**src/rtl/sertx_pkg.sv**
```systemverilog
package sertx_pkg;

    typedef enum logic [1:0] {
        FM_SYNC       = 2'd0,
        FM_ASYNC8     = 2'd1,
        FM_ASYNC9_FIX = 2'd2,
        FM_ASYNC9_VAR = 2'd3
    } frame_mode_e;

    typedef enum logic [2:0] {
        ST_IDLE     = 3'd0,
        ST_SYNC_SET = 3'd1,
        ST_SYNC_CLK = 3'd2,
        ST_START    = 3'd3,
        ST_DATA     = 3'd4,
        ST_NINTH    = 3'd5,
        ST_STOP     = 3'd6
    } tx_state_e;

    // The two 9-bit formats share the upper mode bit.
    function automatic logic has_ninth(frame_mode_e m);
        return m[1];
    endfunction

endpackage

```
**src/rtl/sertx_rate.sv**
```systemverilog
module sertx_rate
    import sertx_pkg::*;
#(
    parameter int SLOW_DIV = 2
) (
    input  logic        clk,
    input  logic        rst_n,
    input  logic        restart,
    input  frame_mode_e mode,
    input  logic        tick_sync,
    input  logic        tick_var,
    input  logic        tick_fixed,
    input  logic        dbl_rate,
    output logic        bit_tick
);
    localparam int DW = (SLOW_DIV > 2) ? $clog2(SLOW_DIV) : 1;
    localparam logic [DW-1:0] DIV_LAST = DW'(SLOW_DIV - 1);

    logic [DW-1:0] div_q;
    logic          fixed_tick;

    // Divider phase restarts with each frame so the first slow bit is
    // exactly SLOW_DIV base ticks long.
    always_ff @(posedge clk or negedge rst_n) begin
        if (!rst_n) begin
            div_q <= '0;
        end else if (restart) begin
            div_q <= '0;
        end else if (tick_fixed) begin
            div_q <= (div_q == DIV_LAST) ? '0 : div_q + 1'b1;
        end
    end

    assign fixed_tick = tick_fixed && (dbl_rate || (div_q == DIV_LAST));

    always_comb begin
        case (mode)
            FM_SYNC:       bit_tick = tick_sync;
            FM_ASYNC9_FIX: bit_tick = fixed_tick;
            default:       bit_tick = tick_var;
        endcase
    end

endmodule

```
**src/rtl/sertx_shift.sv**
```systemverilog
module sertx_shift #(
    parameter int DATA_W = 8
) (
    input  logic              clk,
    input  logic              rst_n,
    input  logic              load,
    input  logic              shift,
    input  logic [DATA_W-1:0] din,
    output logic              line_bit,
    output logic              last
);
    localparam int CW = $clog2(DATA_W);
    localparam logic [CW-1:0] LAST_IDX = CW'(DATA_W - 1);

    logic [DATA_W-1:0] sr_q;
    logic [CW-1:0]     cnt_q;

    always_ff @(posedge clk or negedge rst_n) begin
        if (!rst_n) begin
            sr_q  <= '1;
            cnt_q <= '0;
        end else if (load) begin
            sr_q  <= din;
            cnt_q <= '0;
        end else if (shift) begin
            sr_q  <= {1'b1, sr_q[DATA_W-1:1]};
            cnt_q <= cnt_q + 1'b1;
        end
    end

    assign line_bit = sr_q[0];
    assign last     = (cnt_q == LAST_IDX);

endmodule

```
**src/rtl/sertx_ctrl.sv**
```systemverilog
module sertx_ctrl
    import sertx_pkg::*;
(
    input  logic        clk,
    input  logic        rst_n,
    input  logic        wr_stb,
    input  frame_mode_e mode_in,
    input  logic        ninth_in,
    input  logic        bit_tick,
    input  logic        last,
    input  logic        line_bit,
    input  logic        done_clr,
    output logic        load,
    output logic        shift,
    output logic        busy,
    output frame_mode_e mode_q,
    output logic        txd,
    output logic        shclk,
    output logic        done_flag
);
    tx_state_e state_q, state_d;
    logic      ninth_q;
    logic      set_done;

    // State register
    always_ff @(posedge clk or negedge rst_n) begin
        if (!rst_n) begin
            state_q <= ST_IDLE;
        end else begin
            state_q <= state_d;
        end
    end

    // Frame attributes captured at the accepted write only
    always_ff @(posedge clk or negedge rst_n) begin
        if (!rst_n) begin
            mode_q  <= FM_ASYNC8;
            ninth_q <= 1'b1;
        end else if (load) begin
            mode_q  <= mode_in;
            ninth_q <= ninth_in;
        end
    end

    // Completion flag: a frame end wins over a clear in the same cycle
    always_ff @(posedge clk or negedge rst_n) begin
        if (!rst_n) begin
            done_flag <= 1'b0;
        end else if (set_done) begin
            done_flag <= 1'b1;
        end else if (done_clr) begin
            done_flag <= 1'b0;
        end
    end

    // Next state
    always_comb begin
        state_d  = state_q;
        load     = 1'b0;
        shift    = 1'b0;
        set_done = 1'b0;
        unique case (state_q)
            ST_IDLE: begin
                if (wr_stb) begin
                    load    = 1'b1;
                    state_d = (mode_in == FM_SYNC) ? ST_SYNC_SET : ST_START;
                end
            end
            ST_SYNC_SET: begin
                if (bit_tick) begin
                    state_d = ST_SYNC_CLK;
                end
            end
            ST_SYNC_CLK: begin
                if (bit_tick) begin
                    if (last) begin
                        state_d  = ST_IDLE;
                        set_done = 1'b1;
                    end else begin
                        shift   = 1'b1;
                        state_d = ST_SYNC_SET;
                    end
                end
            end
            ST_START: begin
                if (bit_tick) begin
                    state_d = ST_DATA;
                end
            end
            ST_DATA: begin
                if (bit_tick) begin
                    if (last) begin
                        state_d = has_ninth(mode_q) ? ST_NINTH : ST_STOP;
                    end else begin
                        shift = 1'b1;
                    end
                end
            end
            ST_NINTH: begin
                if (bit_tick) begin
                    state_d = ST_STOP;
                end
            end
            ST_STOP: begin
                if (bit_tick) begin
                    state_d  = ST_IDLE;
                    set_done = 1'b1;
                end
            end
            default: state_d = ST_IDLE;
        endcase
    end

    // Line outputs
    always_comb begin
        txd   = 1'b1;
        shclk = 1'b1;
        unique case (state_q)
            ST_SYNC_SET: txd = line_bit;
            ST_SYNC_CLK: begin
                txd   = line_bit;
                shclk = 1'b0;
            end
            ST_START:    txd = 1'b0;
            ST_DATA:     txd = line_bit;
            ST_NINTH:    txd = ninth_q;
            default:     txd = 1'b1;
        endcase
    end

    assign busy = (state_q != ST_IDLE);

endmodule

```
**src/rtl/sertx_top.sv**
```systemverilog
module sertx_top
    import sertx_pkg::*;
#(
    parameter int DATA_W   = 8,
    parameter int SLOW_DIV = 2
) (
    input  logic              clk,
    input  logic              rst_n,
    input  logic [1:0]        mode_sel,
    input  logic              ninth_bit,
    input  logic [DATA_W-1:0] wr_data,
    input  logic              wr_stb,
    input  logic              tick_sync,
    input  logic              tick_var,
    input  logic              tick_fixed,
    input  logic              dbl_rate,
    input  logic              done_clr,
    output logic              txd,
    output logic              shclk,
    output logic              done_flag
);
    frame_mode_e mode_q;
    logic        load;
    logic        shift;
    logic        busy;
    logic        bit_tick;
    logic        line_bit;
    logic        last;

    sertx_rate #(.SLOW_DIV(SLOW_DIV)) u_rate (
        .clk        (clk),
        .rst_n      (rst_n),
        .restart    (load),
        .mode       (mode_q),
        .tick_sync  (tick_sync),
        .tick_var   (tick_var),
        .tick_fixed (tick_fixed),
        .dbl_rate   (dbl_rate),
        .bit_tick   (bit_tick)
    );

    sertx_shift #(.DATA_W(DATA_W)) u_shift (
        .clk      (clk),
        .rst_n    (rst_n),
        .load     (load),
        .shift    (shift),
        .din      (wr_data),
        .line_bit (line_bit),
        .last     (last)
    );

    sertx_ctrl u_ctrl (
        .clk       (clk),
        .rst_n     (rst_n),
        .wr_stb    (wr_stb),
        .mode_in   (frame_mode_e'(mode_sel)),
        .ninth_in  (ninth_bit),
        .bit_tick  (bit_tick),
        .last      (last),
        .line_bit  (line_bit),
        .done_clr  (done_clr),
        .load      (load),
        .shift     (shift),
        .busy      (busy),
        .mode_q    (mode_q),
        .txd       (txd),
        .shclk     (shclk),
        .done_flag (done_flag)
    );

endmodule

```
**config.mk**
```make
export PLATFORM = sky130hd
export DESIGN_NAME = sertx_top
export DESIGN_NICKNAME = d
export VERILOG_FILES = /design/src/rtl/sertx_pkg.sv /design/src/rtl/sertx_rate.sv /design/src/rtl/sertx_shift.sv /design/src/rtl/sertx_ctrl.sv /design/src/rtl/sertx_top.sv
export SDC_FILE = /design/constraint.sdc
export NUM_CORES = 1
export LEC_CHECK = 0
export ABC_AREA = 0
export BUFFER_PORTS_ARGS = -buffer_cell sky130_fd_sc_hd__buf_2
export CAP_MARGIN = 20
export CELL_PAD_IN_SITES_DETAIL_PLACEMENT = 1
export CELL_PAD_IN_SITES_GLOBAL_PLACEMENT = 1
export CORE_AREA = 2 2 57 59
export DETAILED_ROUTE_END_ITERATION = 16
export DIE_AREA = 0 0 59 61
export PLACE_DENSITY_LB_ADDON = 0.1
export SLEW_MARGIN = 20
export SYNTH_ARGS = -nofsm -noshare
export SYNTH_HDL_FRONTEND = slang
export SYNTH_HIERARCHICAL = 1
export SYNTH_SLANG_ARGS = --single-unit
export TNS_END_PERCENT = 50
```
**constraint.sdc**
```tcl
create_clock -name clk -period 2 [get_ports clk]
set_input_delay 0 -clock clk [delete_from_list [all_inputs] [get_ports clk]]
set_output_delay 0 -clock clk [all_outputs]
set_load 0.05 [all_outputs]
```
==> impl_metrics.yaml <==
status:
  status: "finished, final reports clean"
final_layout:
  drive_gt1_frac: 0.341
  fin_util: 0.449
  nNetsFinal: 157
  area_delta_synth_final_pct: 28.5
  final_area_mm2: 0.00133
  n_antenna_cell: 0
clocking:
  cts_buffers: 3
  clk-insertion-delay-late_ns: 0.30
  cts_tree: "yes"
  cts_root_buf: "clkbuf_4"
  htreeDepth: 1
  path_clk_slew_ns: 0.12
  clock_sinks: 19
  cts.path.max_buffers: 2
timing:
  holdWs_ns: 0.158
  fin_crit_ns: 1.81
  rsz0062_at_grt: "false"
  worst_slew_pin_slew_ns: 0.482
  clock_skew_ns: 0.00454
  timing.slew.headroom: 0.677
  max_freq_mhz: 553
  min_period_over_period: 0.904
  finalHoldViolations: 0
  setup_viol: 0
  drv_slew: 0
  tns_ns: 0
hold_path:
  hold_path.class: "input port to asynchronous set/reset pin"
detailed_routing:
  wire_per_inst_um: 12.7
  drc: 0
  drtPass1Iterations: 4
  drt_iter0_markers: 6
  vias_per_cell: 4.87
  detail-route-antenna-nets: 0
  vias: 818
  wl_mm: 2.13
grt:
  grt_pass1_wl_mm: 3.91
  grt_antenna_before_repair: 0
  gr-total-overflow: 0
  grt.total_usage: 0.148
  grt_pass1_vias: 831
  grt_max_degree: 20
power_and_ir_drop:
  clockPowerShare: 0.101
  powerDensity_mw_per_mm2: 1490
  p_leak_uw: 0.000585
  p_comb_frac: 0.482
  p_seq_frac: 0.417
  switching_share: 0.413
  switchingPower_uw: 817
  p_int_uw: 1160
  peakVddDrop_mv: 0.600
setup_path:
  critPathCaptureType: "register"
  startpoint: "u_ctrl/mode_q[1]"
  setup.worst_path.class: "register to register"
  worstPathMaxFanout: 11
  worstReg2RegStart: "u_ctrl/mode_q[1]"
  crit_required_ns: 2.20
  arrival_ns: 2.01
  worst_setup_path_start_kind: "register"
floorplan:
  dieArea_mm2: 0.00360
  pin_count: 22
  die_h_um: 61
  coreArea_mm2: 0.00295
  rows: 20
  start_util: 0.350
  die_w_um: 59
placed_design:
  hpwl_mm: 1.53
  place_area_mm2: 0.00116
  placement.io_buffers: 21
  place.gp.congestion: 0.688
yosys:
  synthesis.nets: 119
  syn_area_mm2: 0.00103
  syn_avg_cell_area_um2: 10.5
  yosysWarnings: 6
  synthCells: 98
flow_run:
  maxCapViolations: 0
power by group through the flow:
stage	combinational [uW]	sequential, uW	clock [uW]
finish	955	827	199
global placement	926	834	0
global route	1090	863	229
detailed placement	948	840	0
CTS	974	832	216
floorplan	850	749	0
critical path, cell delays in order, from the launching register on:
cell and delay (ns):
dfrtp_1 0.43, nand2b_1 0.16, a31oi_1 0.33, nor4b_2 0.27, buf_4 0.26, mux2i_1 0.22, nor2_1 0.06
path summary, 6_finish.rpt:
kind	end	slack, ns	depth (start not counted)
max in group asynchronous	u_ctrl/ninth_q	1.51	2
max	u_shift/cnt_q[2]	0.19	6
max reg2reg	u_shift/cnt_q[2]	0.19	6
min reg2reg	u_shift/sr_q[7]	0.53	2
min in group clk	u_ctrl/mode_q[1]	0.19	3
min	u_shift/cnt_q[2]	0.16	2
repair_timing:
action	4_1_cts	5_1_grt
hold endpoints to repair	32	0
setup buffers	0	0
gates resized for setup	0	0
hold buffers	14	0
through the flow:
step	total power, uW	instances	setup WS [ns]
after floorplan	1600	98	0.0888
after global placement	1760	150	0.218
after detailed placement	1790	150	0.188
after CTS	2020	168	0.172
after global routing	2180	168	0.0454
final	1980	168	0.193
state kept, by name, summed over array words and instances, names as in the netlist:
name / flops
u_ctrl/done_flag: 1
u_shift/sr_q: 8
u_shift/cnt_q: 3
u_ctrl/state_q: 3
u_rate/div_q: 1
u_ctrl/ninth_q: 1
u_ctrl/mode_q: 2
layout by cell type (no fill, tap or decap), types with 2 or more instances in the layout:
cell type      instances
dlygate4sd3_1         14
clkbuf_4               3
nand3_1                2
o21ai_0                4
dfrtp_1                9
o21ai_1                7
a21o_1                 3
buf_4                  4
mux2i_1                9
nand2b_1               2
mux2_2                 3
xnor2_1                3
ha_1                   2
inv_1                  4
dfstp_2               10
a21oi_1                2
nand2_1               12
nor3_1                 2
buf_2                 21
nor2_1                 7
cell type report:
type,instances,area [um2]
fill,354,1630
sequential,19,488
multi-input combinational,69,479
timing repair buffer,39,275
tap,33,41.3
clock buffer,3,22.5
inverter,4,15.0
clock inverter,1,5.00
per-layer routing:
layer | track usage | vias up | routed length, um
li1 | - | 414 | -
met1 | 0.209 | 392 | 1030
met2 | 0.227 | 10 | 1030
met3 | 0.0192 | 2 | 51
met4 | 0.0682 | 0 | 20
met5 | 0 | - | 0
(Power assumes the default switching activity.)
